## config.mk

```make
export PLATFORM = sky130hd
export DESIGN_NAME = eeprom_mac_loader
export DESIGN_NICKNAME = d
export VERILOG_FILES = /design/src/rtl/eeprom_mac_loader.sv
export SDC_FILE = /design/constraint.sdc
export NUM_CORES = 1
export LEC_CHECK = 0
export BUFFER_PORTS_ARGS = -buffer_cell sky130_fd_sc_hd__buf_4
export CORE_MARGIN = 2
export CORE_UTILIZATION = 30
export CTS_CLUSTER_SIZE = 16
export DETAILED_ROUTE_END_ITERATION = 8
export PLACE_DENSITY = 0.55
export SYNTH_ARGS = -nofsm -noshare
export SYNTH_HDL_FRONTEND = slang
export SYNTH_SLANG_ARGS = --single-unit
```

## constraint.sdc

```tcl
create_clock -name clk -period 5.33 [get_ports clk]
set_input_delay 0 -clock clk [delete_from_list [all_inputs] [get_ports clk]]
set_output_delay 0 -clock clk [all_outputs]
set_load 0.02 [all_outputs]
```

## src/rtl/eeprom_mac_loader.sv

```systemverilog
module eeprom_mac_loader #(
  parameter int CLK_DIV    = 4,
  parameter int POLL_LIMIT = 4096
) (
  input  logic        clk,
  input  logic        rst_n,
  input  logic        soft_rst,
  input  logic        cmd_valid,
  input  logic [1:0]  cmd_op,
  input  logic [6:0]  cmd_addr,
  input  logic [7:0]  cmd_wdata,
  output logic [7:0]  rd_data,
  output logic        busy,
  output logic [47:0] mac_addr,
  output logic        mac_loaded,
  output logic        timeout_err,
  output logic        ee_cs,
  output logic        ee_sk,
  output logic        ee_di,
  input  logic        ee_do
);

  localparam int DIVW = (CLK_DIV > 1) ? $clog2(CLK_DIV) : 1;
  localparam int PW   = (POLL_LIMIT > 1) ? $clog2(POLL_LIMIT) : 1;

  localparam logic [1:0] S_IDLE = 2'd0, S_SHIFT = 2'd1, S_GAP = 2'd2, S_POLL = 2'd3;

  logic [1:0]      state;
  logic [DIVW-1:0] div_cnt;
  logic [PW-1:0]   poll_cnt;
  logic [17:0]     sr_out;
  logic [7:0]      sr_in;
  logic [4:0]      bit_idx, last;
  logic            is_rd, auto_run, cont, poll_pend;
  logic [2:0]      auto_step;
  logic            tick;

  function automatic logic [17:0] frame(input logic [1:0] wop, input logic [6:0] a,
                                        input logic [7:0] d);
    return {1'b1, wop, a, d};
  endfunction

  assign tick  = (div_cnt == DIVW'(CLK_DIV - 1));
  assign busy  = (state != S_IDLE);
  assign ee_di = ee_cs & sr_out[17];

  always_ff @(posedge clk or negedge rst_n) begin
    if (!rst_n) begin
      state <= S_GAP; div_cnt <= '0; poll_cnt <= '0;
      sr_out <= frame(2'b10, 7'd0, 8'd0); sr_in <= '0;
      bit_idx <= '0; last <= 5'd17; is_rd <= 1'b1;
      auto_run <= 1'b1; auto_step <= '0; cont <= 1'b1; poll_pend <= 1'b0;
      ee_cs <= 1'b0; ee_sk <= 1'b0;
      mac_addr <= '0; mac_loaded <= 1'b0; timeout_err <= 1'b0; rd_data <= '0;
    end else if (soft_rst) begin
      state <= S_GAP; div_cnt <= '0;
      sr_out <= frame(2'b10, 7'd0, 8'd0);
      bit_idx <= '0; last <= 5'd17; is_rd <= 1'b1;
      auto_run <= 1'b1; auto_step <= '0; cont <= 1'b1; poll_pend <= 1'b0;
      ee_cs <= 1'b0; ee_sk <= 1'b0; mac_loaded <= 1'b0;
    end else begin
      div_cnt <= (state == S_IDLE || tick) ? '0 : div_cnt + 1'b1;
      case (state)
        S_IDLE: if (cmd_valid) begin
          timeout_err <= 1'b0; cont <= 1'b1; bit_idx <= '0; state <= S_GAP;
          case (cmd_op)
            2'b00: begin sr_out <= frame(2'b10, cmd_addr, 8'd0);
                         last <= 5'd17; is_rd <= 1'b1; poll_pend <= 1'b0; end
            2'b01: begin sr_out <= frame(2'b01, cmd_addr, cmd_wdata);
                         last <= 5'd17; is_rd <= 1'b0; poll_pend <= 1'b1; end
            2'b10: begin sr_out <= frame(2'b11, cmd_addr, 8'd0);
                         last <= 5'd9; is_rd <= 1'b0; poll_pend <= 1'b1; end
            default: begin sr_out <= frame(2'b00, 7'b1100000, 8'd0);
                         last <= 5'd9; is_rd <= 1'b0; poll_pend <= 1'b0; end
          endcase
        end
        S_GAP: if (tick) begin
          if (poll_pend) begin
            ee_cs <= 1'b1; poll_cnt <= '0; state <= S_POLL;
          end else if (cont) begin
            ee_cs <= 1'b1; state <= S_SHIFT;
          end else begin
            state <= S_IDLE;
          end
        end
        S_SHIFT: if (tick) begin
          if (!ee_sk) begin
            ee_sk <= 1'b1;
            if (is_rd && bit_idx >= 5'd10) sr_in <= {sr_in[6:0], ee_do};
          end else begin
            ee_sk  <= 1'b0;
            sr_out <= {sr_out[16:0], 1'b0};
            if (bit_idx == last) begin
              ee_cs <= 1'b0; bit_idx <= '0; state <= S_GAP;
              if (auto_run) begin
                if (auto_step == 3'd0 && sr_in != 8'hA5) begin
                  auto_run <= 1'b0; cont <= 1'b0;
                end else begin
                  for (int i = 0; i < 6; i++)
                    if (auto_step == 3'(i + 1)) mac_addr[i*8 +: 8] <= sr_in;
                  if (auto_step == 3'd6) begin
                    mac_loaded <= 1'b1; auto_run <= 1'b0; cont <= 1'b0;
                  end else begin
                    auto_step <= auto_step + 3'd1; cont <= 1'b1;
                    sr_out <= frame(2'b10, {4'd0, auto_step + 3'd1}, 8'd0);
                  end
                end
              end else begin
                cont <= 1'b0;
                if (is_rd) rd_data <= sr_in;
              end
            end else begin
              bit_idx <= bit_idx + 5'd1;
            end
          end
        end
        default: if (tick) begin
          if (ee_do) begin
            ee_cs <= 1'b0; poll_pend <= 1'b0; state <= S_GAP;
          end else if (poll_cnt == PW'(POLL_LIMIT - 1)) begin
            timeout_err <= 1'b1; ee_cs <= 1'b0; poll_pend <= 1'b0; state <= S_GAP;
          end else begin
            poll_cnt <= poll_cnt + 1'b1;
          end
        end
      endcase
    end
  end

  AST_SK_LOW_WHEN_DESELECTED: assert property (@(posedge clk) disable iff (!rst_n)
    !ee_cs |-> !ee_sk);
  AST_DI_HELD_WHILE_SK_HIGH: assert property (@(posedge clk) disable iff (!rst_n)
    (ee_sk && $past(ee_sk)) |-> $stable(ee_di));
  AST_MAC_HELD_WHEN_IDLE: assert property (@(posedge clk) disable iff (!rst_n)
    (!busy && $past(!busy)) |-> $stable(mac_addr));
  AST_FRAME_KIND_STABLE: assert property (@(posedge clk) disable iff (!rst_n)
    (state == S_SHIFT && $past(state == S_SHIFT)) |-> ($stable(is_rd) && $stable(last)));
  AST_TIMEOUT_FROM_POLL: assert property (@(posedge clk) disable iff (!rst_n)
    $rose(timeout_err) |-> $past(state == S_POLL));

endmodule

```

Yosys cells after proc, flatten, opt, wreduce, memory -nomap -nowiden
Index checks and enable logic that the tools add are counted.
{ "op_classes": {"n_mux": 95, "div_mod_pow": 0, "addsub": 4, "bitwise": 7, "eq_ne": 29, "mul": 0, "shifts": 0, "reduce_logical": 46, "order_cmp": 1} }
{ "op_table": {"columns": ["cell", "count"], "rows": [
  ["2-to-1 mux 18 bit", 8],
  ["2-to-1 mux 12 bit", 5],
  ["one-hot mux 17 bit (3 select lines)", 1],
  ["AND reduction 8 bit", 6],
  ["2-to-1 mux 5 bit", 9],
  ["2-to-1 mux 1 bit", 44],
  ["one-hot mux 18 bit (2 select lines)", 1],
  ["AND reduction 7 bit", 4],
  ["2-to-1 mux 2 bit", 12],
  ["2-to-1 mux 3 bit", 8],
  ["one-hot mux 12 bit (2 select lines)", 1],
  ["nonzero test 2 bit", 11],
  ["AND reduction 6 bit", 3],
  ["!= test 3 bit, second input constant", 5],
  ["adder 12 x 1 -> 12 bit, second input constant", 1],
  ["== test 12 bit, second input constant", 1],
  ["AND reduction 4 bit", 3],
  ["!= test 2 bit, second input constant", 5],
  ["one-hot mux 5 bit (2 select lines)", 1],
  ["AND reduction 5 bit", 2],
  ["== test 3 bit, second input constant", 3],
  ["!= test 2 x 1 -> 1 bit, second input constant", 4],
  ["!= test 8 bit, second input constant", 1],
  ["OR reduction 2 bit", 4],
  ["other kinds (24)", 39]
]} }
{ "totals": {"in_bits": 22, "rom_bits": 0, "mem_count": 0, "latchBits": 0, "register_bits": 119, "ramBits": 0} }

Logic depth before layout (Yosys ltp)
{ "depth": {"word_depth": 9, "depth_mapped": 8} }

Worst setup path after synthesis
OpenSTA, ideal clock, no wires.
{ "synth_path": {"kind": "reg2reg", "from": "register state[1]", "to": "register sr_out[10]", "slack_ns": 3.150, "setup_ns": 0.096, "synth_period_minus_slack_ns": 2.180, "path_stages_with_launch": 9, "arrival_time_ns": 2.084, "t_required_ns": 5.234, "path_cell_list": "dfstp_2 inv_1 ha_1 clkbuf_1 mux2_2 a21oi_1 clkbuf_1 a22oi_1 o31ai_1"} }
{ "synth_between": {"elab_chain_cells": 3} }
{ "synth_rtl": {"columns": ["item", "line_no", "rtl"], "rows": [
  ["from (decl)", "28", "logic [1:0] state;"],
  ["from (signal assigned)", "49", "state <= S_GAP; div_cnt <= '0; poll_cnt <= '0;"],
  ["from (signal assigned)", "56", "state <= S_GAP; div_cnt <= '0;"],
  ["from (signal assigned)", "65", "timeout_err <= 1'b0; cont <= 1'b1; bit_idx <= '0; state <= S_GAP;"],
  ["== test 2 x 1 -> 1 bit / logical NOT 2 bit (equally long branches)", "63", "case (state)"],
  ["!= test 3 bit (no source line) (tied with other cells)", null, null],
  ["AND reduction 4 bit (no source line) / 2-to-1 mux 18 bit (equally long branches)", null, null],
  ["to (signal assigned)", "67", "2'b00: begin sr_out <= frame(2'b10, cmd_addr, 8'd0);"],
  ["to (signal assigned)", "69", "2'b01: begin sr_out <= frame(2'b01, cmd_addr, cmd_wdata);"],
  ["to (signal assigned)", "71", "2'b10: begin sr_out <= frame(2'b11, cmd_addr, 8'd0);"],
  ["to (decl)", "31", "logic [17:0] sr_out;"]
]} }
Several ways; a longest one is shown, not always the timed one.
A chain may end at the register's enable or synchronous reset.

Worst setup path after layout
{ "layout_path": {"from": "register state[1]", "to": "register mac_addr[33]"} }
{ "layout_between": {"elab_chain_cells": 2} }
{ "layout_rtl": {"columns": ["item", "line_no", "rtl"], "rows": [
  ["== test 2 x 1 -> 1 bit", "63", null],
  ["AND reduction 8 bit (no source line)", null, null],
  ["to (signal, indexed assignment)", "100", "if (auto_step == 3'(i + 1)) mac_addr[i*8 +: 8] <= sr_in;"],
  ["to (decl)", "14", "output logic [47:0] mac_addr,"]
]} }
Every way passes these cells.

==> results by group <==
Power and ir drop
  – Leak: 3.42 nW
  – Peak VDD IR: roughly 0.23 mV
  – PD cells: roughly 350 mW/mm²
  – Total power: roughly 2.5 mW

Routing
  – DRC violations left: 11
  – Vias: 4275
  – WL per Instance: roughly 16 µm
  – Vias per cell: slightly above 5
  – Antenna viol nets, final: 0
  – Drt pass-1 iters: 8
  – DR iter-0 viols: approximately 250
  – Detailed Route WL: between 10000 and 15000 µm

Setup path
  – Worst r2r src: state[1]
  – Startpoint Class: flop
  – CP Class: reg -> reg
  – CP required: roughly 5600 ps
  – CP Max Fanout: 20
  – Worst Setup SP: state[1]
  – Crit. End Element: flop
  – Worst r2r dst: mac_addr[33]
  – Reg2Reg Depth: 7
  – R2R setup slack: about 1800 ps
  – Critical Path AT: around 3800 ps

GRT
  – Total track usage: 0.145
  – Initial antenna violation count: 0
  – First-pass GRT wire length: between 20000 and 25000 µm
  – Total gr overflow: 0
  – Largest net degree at the start of global routing: 74
  – Vias in the first global route: about 4.2k

Worst hold path
  – Worst hold start: cmd_addr[6]
  – HP Class: in -> reg
  – Hold path endpoint: sr_out[14]
  – WHS Path Cells: 4

Clock tree
  – Clk sinks: approximately 120
  – Clock latency on the worst-skew pair: ~420 ps
  – Total CTS buffers: 17
  – Post-CTS sizing: 0
  – H-tree depth: 4
  – Clock Pin Slew Worst Setup and Hold Paths: around 50 ps
  – CTS tree: yes
  – Clock Tree Buf Depth: 2
  – Root Buffer: clkbuf_16

Cells and area
  – Proportion of layout cells with a drive suffix above 1: 0.284
  – Area Overhead vs Synth: 29.0%
  – Commonest cells after routing, fill and taps aside: dfrtp_1, buf_4, mux2_2, nand2_1, nor2_1
  – Non-filler instance count after layout: 834
  – Commonest non-fill, non-tap cell in the layout: dfrtp_1
  – Final Core Density: 0.396
  – Cell area after layout: 0.00717 mm²
  – Final net count: between 600 and 700
  – ANT cells: 0

STA
  – RSZ-0062 raised after global routing: no
  – Final count of hold timing violations: 0
  – Worst Setup Slack, final: 1830 ps
  – Worst Tran Pin Value: 946 ps
  – Final setup fails: 0
  – TNS Setup: 0 ps
  – Final Max Slew Viols: 0
  – Final clock skew: 6.66 ps
  – Slew Limit Headroom: 0.369
  – Min Tclk post-route: between 3000 and 4000 ps
  – Max Clk Rate: around 0.29 GHz
  – WHS: about 71 ps
  – Fin crit share: 0.656

Placement
  – HPWL after DPL: 9540 µm
  – Placed Area: roughly 0.0064 mm²
  – PortBufs: between 80 and 90
  – GP Congestion: between 0.8 and 0.9
  – # placed instances: around 790
  – Pre-CTS setup slack: about 1800 ps

Yosys
  – Post-synth top area cell: dfrtp_1
  – Post-synthesis cell type count: 57
  – Post-synth EDFFs: 0
  – Syn nets: 539
  – Synthesized area: around 0.0056 mm²
  – Area share of the largest cell type after synthesis: 0.491
  – Seq/Total Area, Yosys: 0.524
  – Synth Register Bits: approximately 120
  – Syn Area/Cell: ~11 µm²
  – Fraction of registers with async set/reset: 1.00
  – Commonest register cell after synthesis: dfrtp_1
  – Cell count after synthesis: 500
  – Synthesis warning total: 0
  – Synth top area cells: dfrtp_1, mux2_2, mux2_1

Floorplan
  – Initial core utilization: 0.307
  – Die ar.: around 0.02 mm²
  – Number of core rows: slightly below 50
  – Die H: 140 µm
  – Ports: between 80 and 90
  – Chip width: 140 µm
  – Core ar.: between 0.015 and 0.02 mm²

Status
  – Status: finished, violations left
  – Failing checks: design-rule violations

Job
  – Max-Cap Viols: 0
[worst max-delay path by stage]
stage | endpoint | slack [ps] | depth (start not counted)
4_1_cts | mac_addr[36] | 1820 | 7
2_1_floorplan | sr_out[10] | 3150 | 8
5_1_grt | mac_addr[39] | 1520 | 7
3_3_place_gp | mac_addr[37] | 2070 | 7
3_5_place_dp | mac_addr[36] | 1840 | 7
6_report | mac_addr[33] | 1830 | 7
[state kept, by name (all words and copies together), names as in the netlist]
name         cells
mac_loaded       1
sr_in            8
timeout_err      1
ee_cs            1
div_cnt          2
rd_data          8
sr_out          18
cont             1
auto_step        3
auto_run         1
poll_cnt        12
last             2
mac_addr        48
ee_sk            1
state            2
poll_pend        1
bit_idx          5
is_rd            1
[critical path, stage by stage, from the launching register on]
cell	delay, ps
dfstp_2	370
inv_1	90
ha_1	580
nor2b_1	690
nand3_1	380
nor3_1	420
and3_1	460
mux2_2	390
[final cells by class]
| type | count | area (µm²) |
|---|---|---|
| Inverter | 17 | 63.8 |
| Clock inverter | 8 | 148 |
| Fill cell | 1731 | 10900 |
| Clock buffer | 24 | 482 |
| Timing Repair Buffer | 102 | 808 |
| Multi-Input combinational cell | 338 | 2470 |
| Sequential cell | 116 | 2910 |
| Tap cell | 229 | 287 |
[routing by layer]
layer / vias to the layer above / global-route usage / share of wire
met5: - / 0 / 0
met4: 0 / 0.0500 / 0.014
met3: 16 / 0.0448 / 0.063
met2: 157 / 0.215 / 0.44
met1: 2118 / 0.200 / 0.48
li1: 1984 / - / -
[repair_timing]
item | CTS | global route
setup endpoints to repair | 0 | 0
hold endpoints to repair | 99 | 0
setup buffers | 0 | 0
hold buffers | 17 | 0
[where the power goes]
part	internal (mW)	switching (mW)	total (mW)
combinational	0.116	0.211	0.327
clock	0.818	0.395	1.21
sequential	0.929	0.0271	0.956
[cell families after synthesis]
| family | count (synthesis) | synth area share |
|---|---|---|
| flip-flops | 116 | 0.524 |
| XOR/XNOR | 11 | 0.0173 |
| AND/OR/NAND/NOR | 149 | 0.145 |
| adder cells (fa/ha/maj) | 17 | 0.0383 |
| multiplexers | 68 | 0.137 |
| AO/OA/AOI/OAI | 93 | 0.106 |
| buffers and inverters | 46 | 0.0320 |
[Yosys cell counts, drive strengths merged, types with 2 or more instances]
| cell | number |
|---|---|
| dfrtp | 109 |
| mux2 | 65 |
| nand2 | 45 |
| a21oi | 30 |
| nor2 | 30 |
| clkbuf | 24 |
| o21ai | 22 |
| ha | 17 |
| inv | 17 |
| nand3 | 15 |
| o31ai | 14 |
| nor3 | 13 |
| dfstp | 7 |
| xnor2 | 7 |
| nor4 | 6 |
| a31oi | 5 |
| buf | 5 |
| nand4 | 5 |
| nor4b | 5 |
| and3 | 4 |
| xor2 | 4 |
| a32o | 3 |
| a32oi | 3 |
| and2 | 3 |
| and4 | 3 |
| mux2i | 3 |
| nand2b | 3 |
| o211ai | 3 |
| or3 | 3 |
| or4 | 3 |
| a21o | 2 |
| a221oi | 2 |
| nand3b | 2 |
| nand4bb | 2 |
| nor2b | 2 |
| nor3b | 2 |
(Power assumes the default switching activity.)
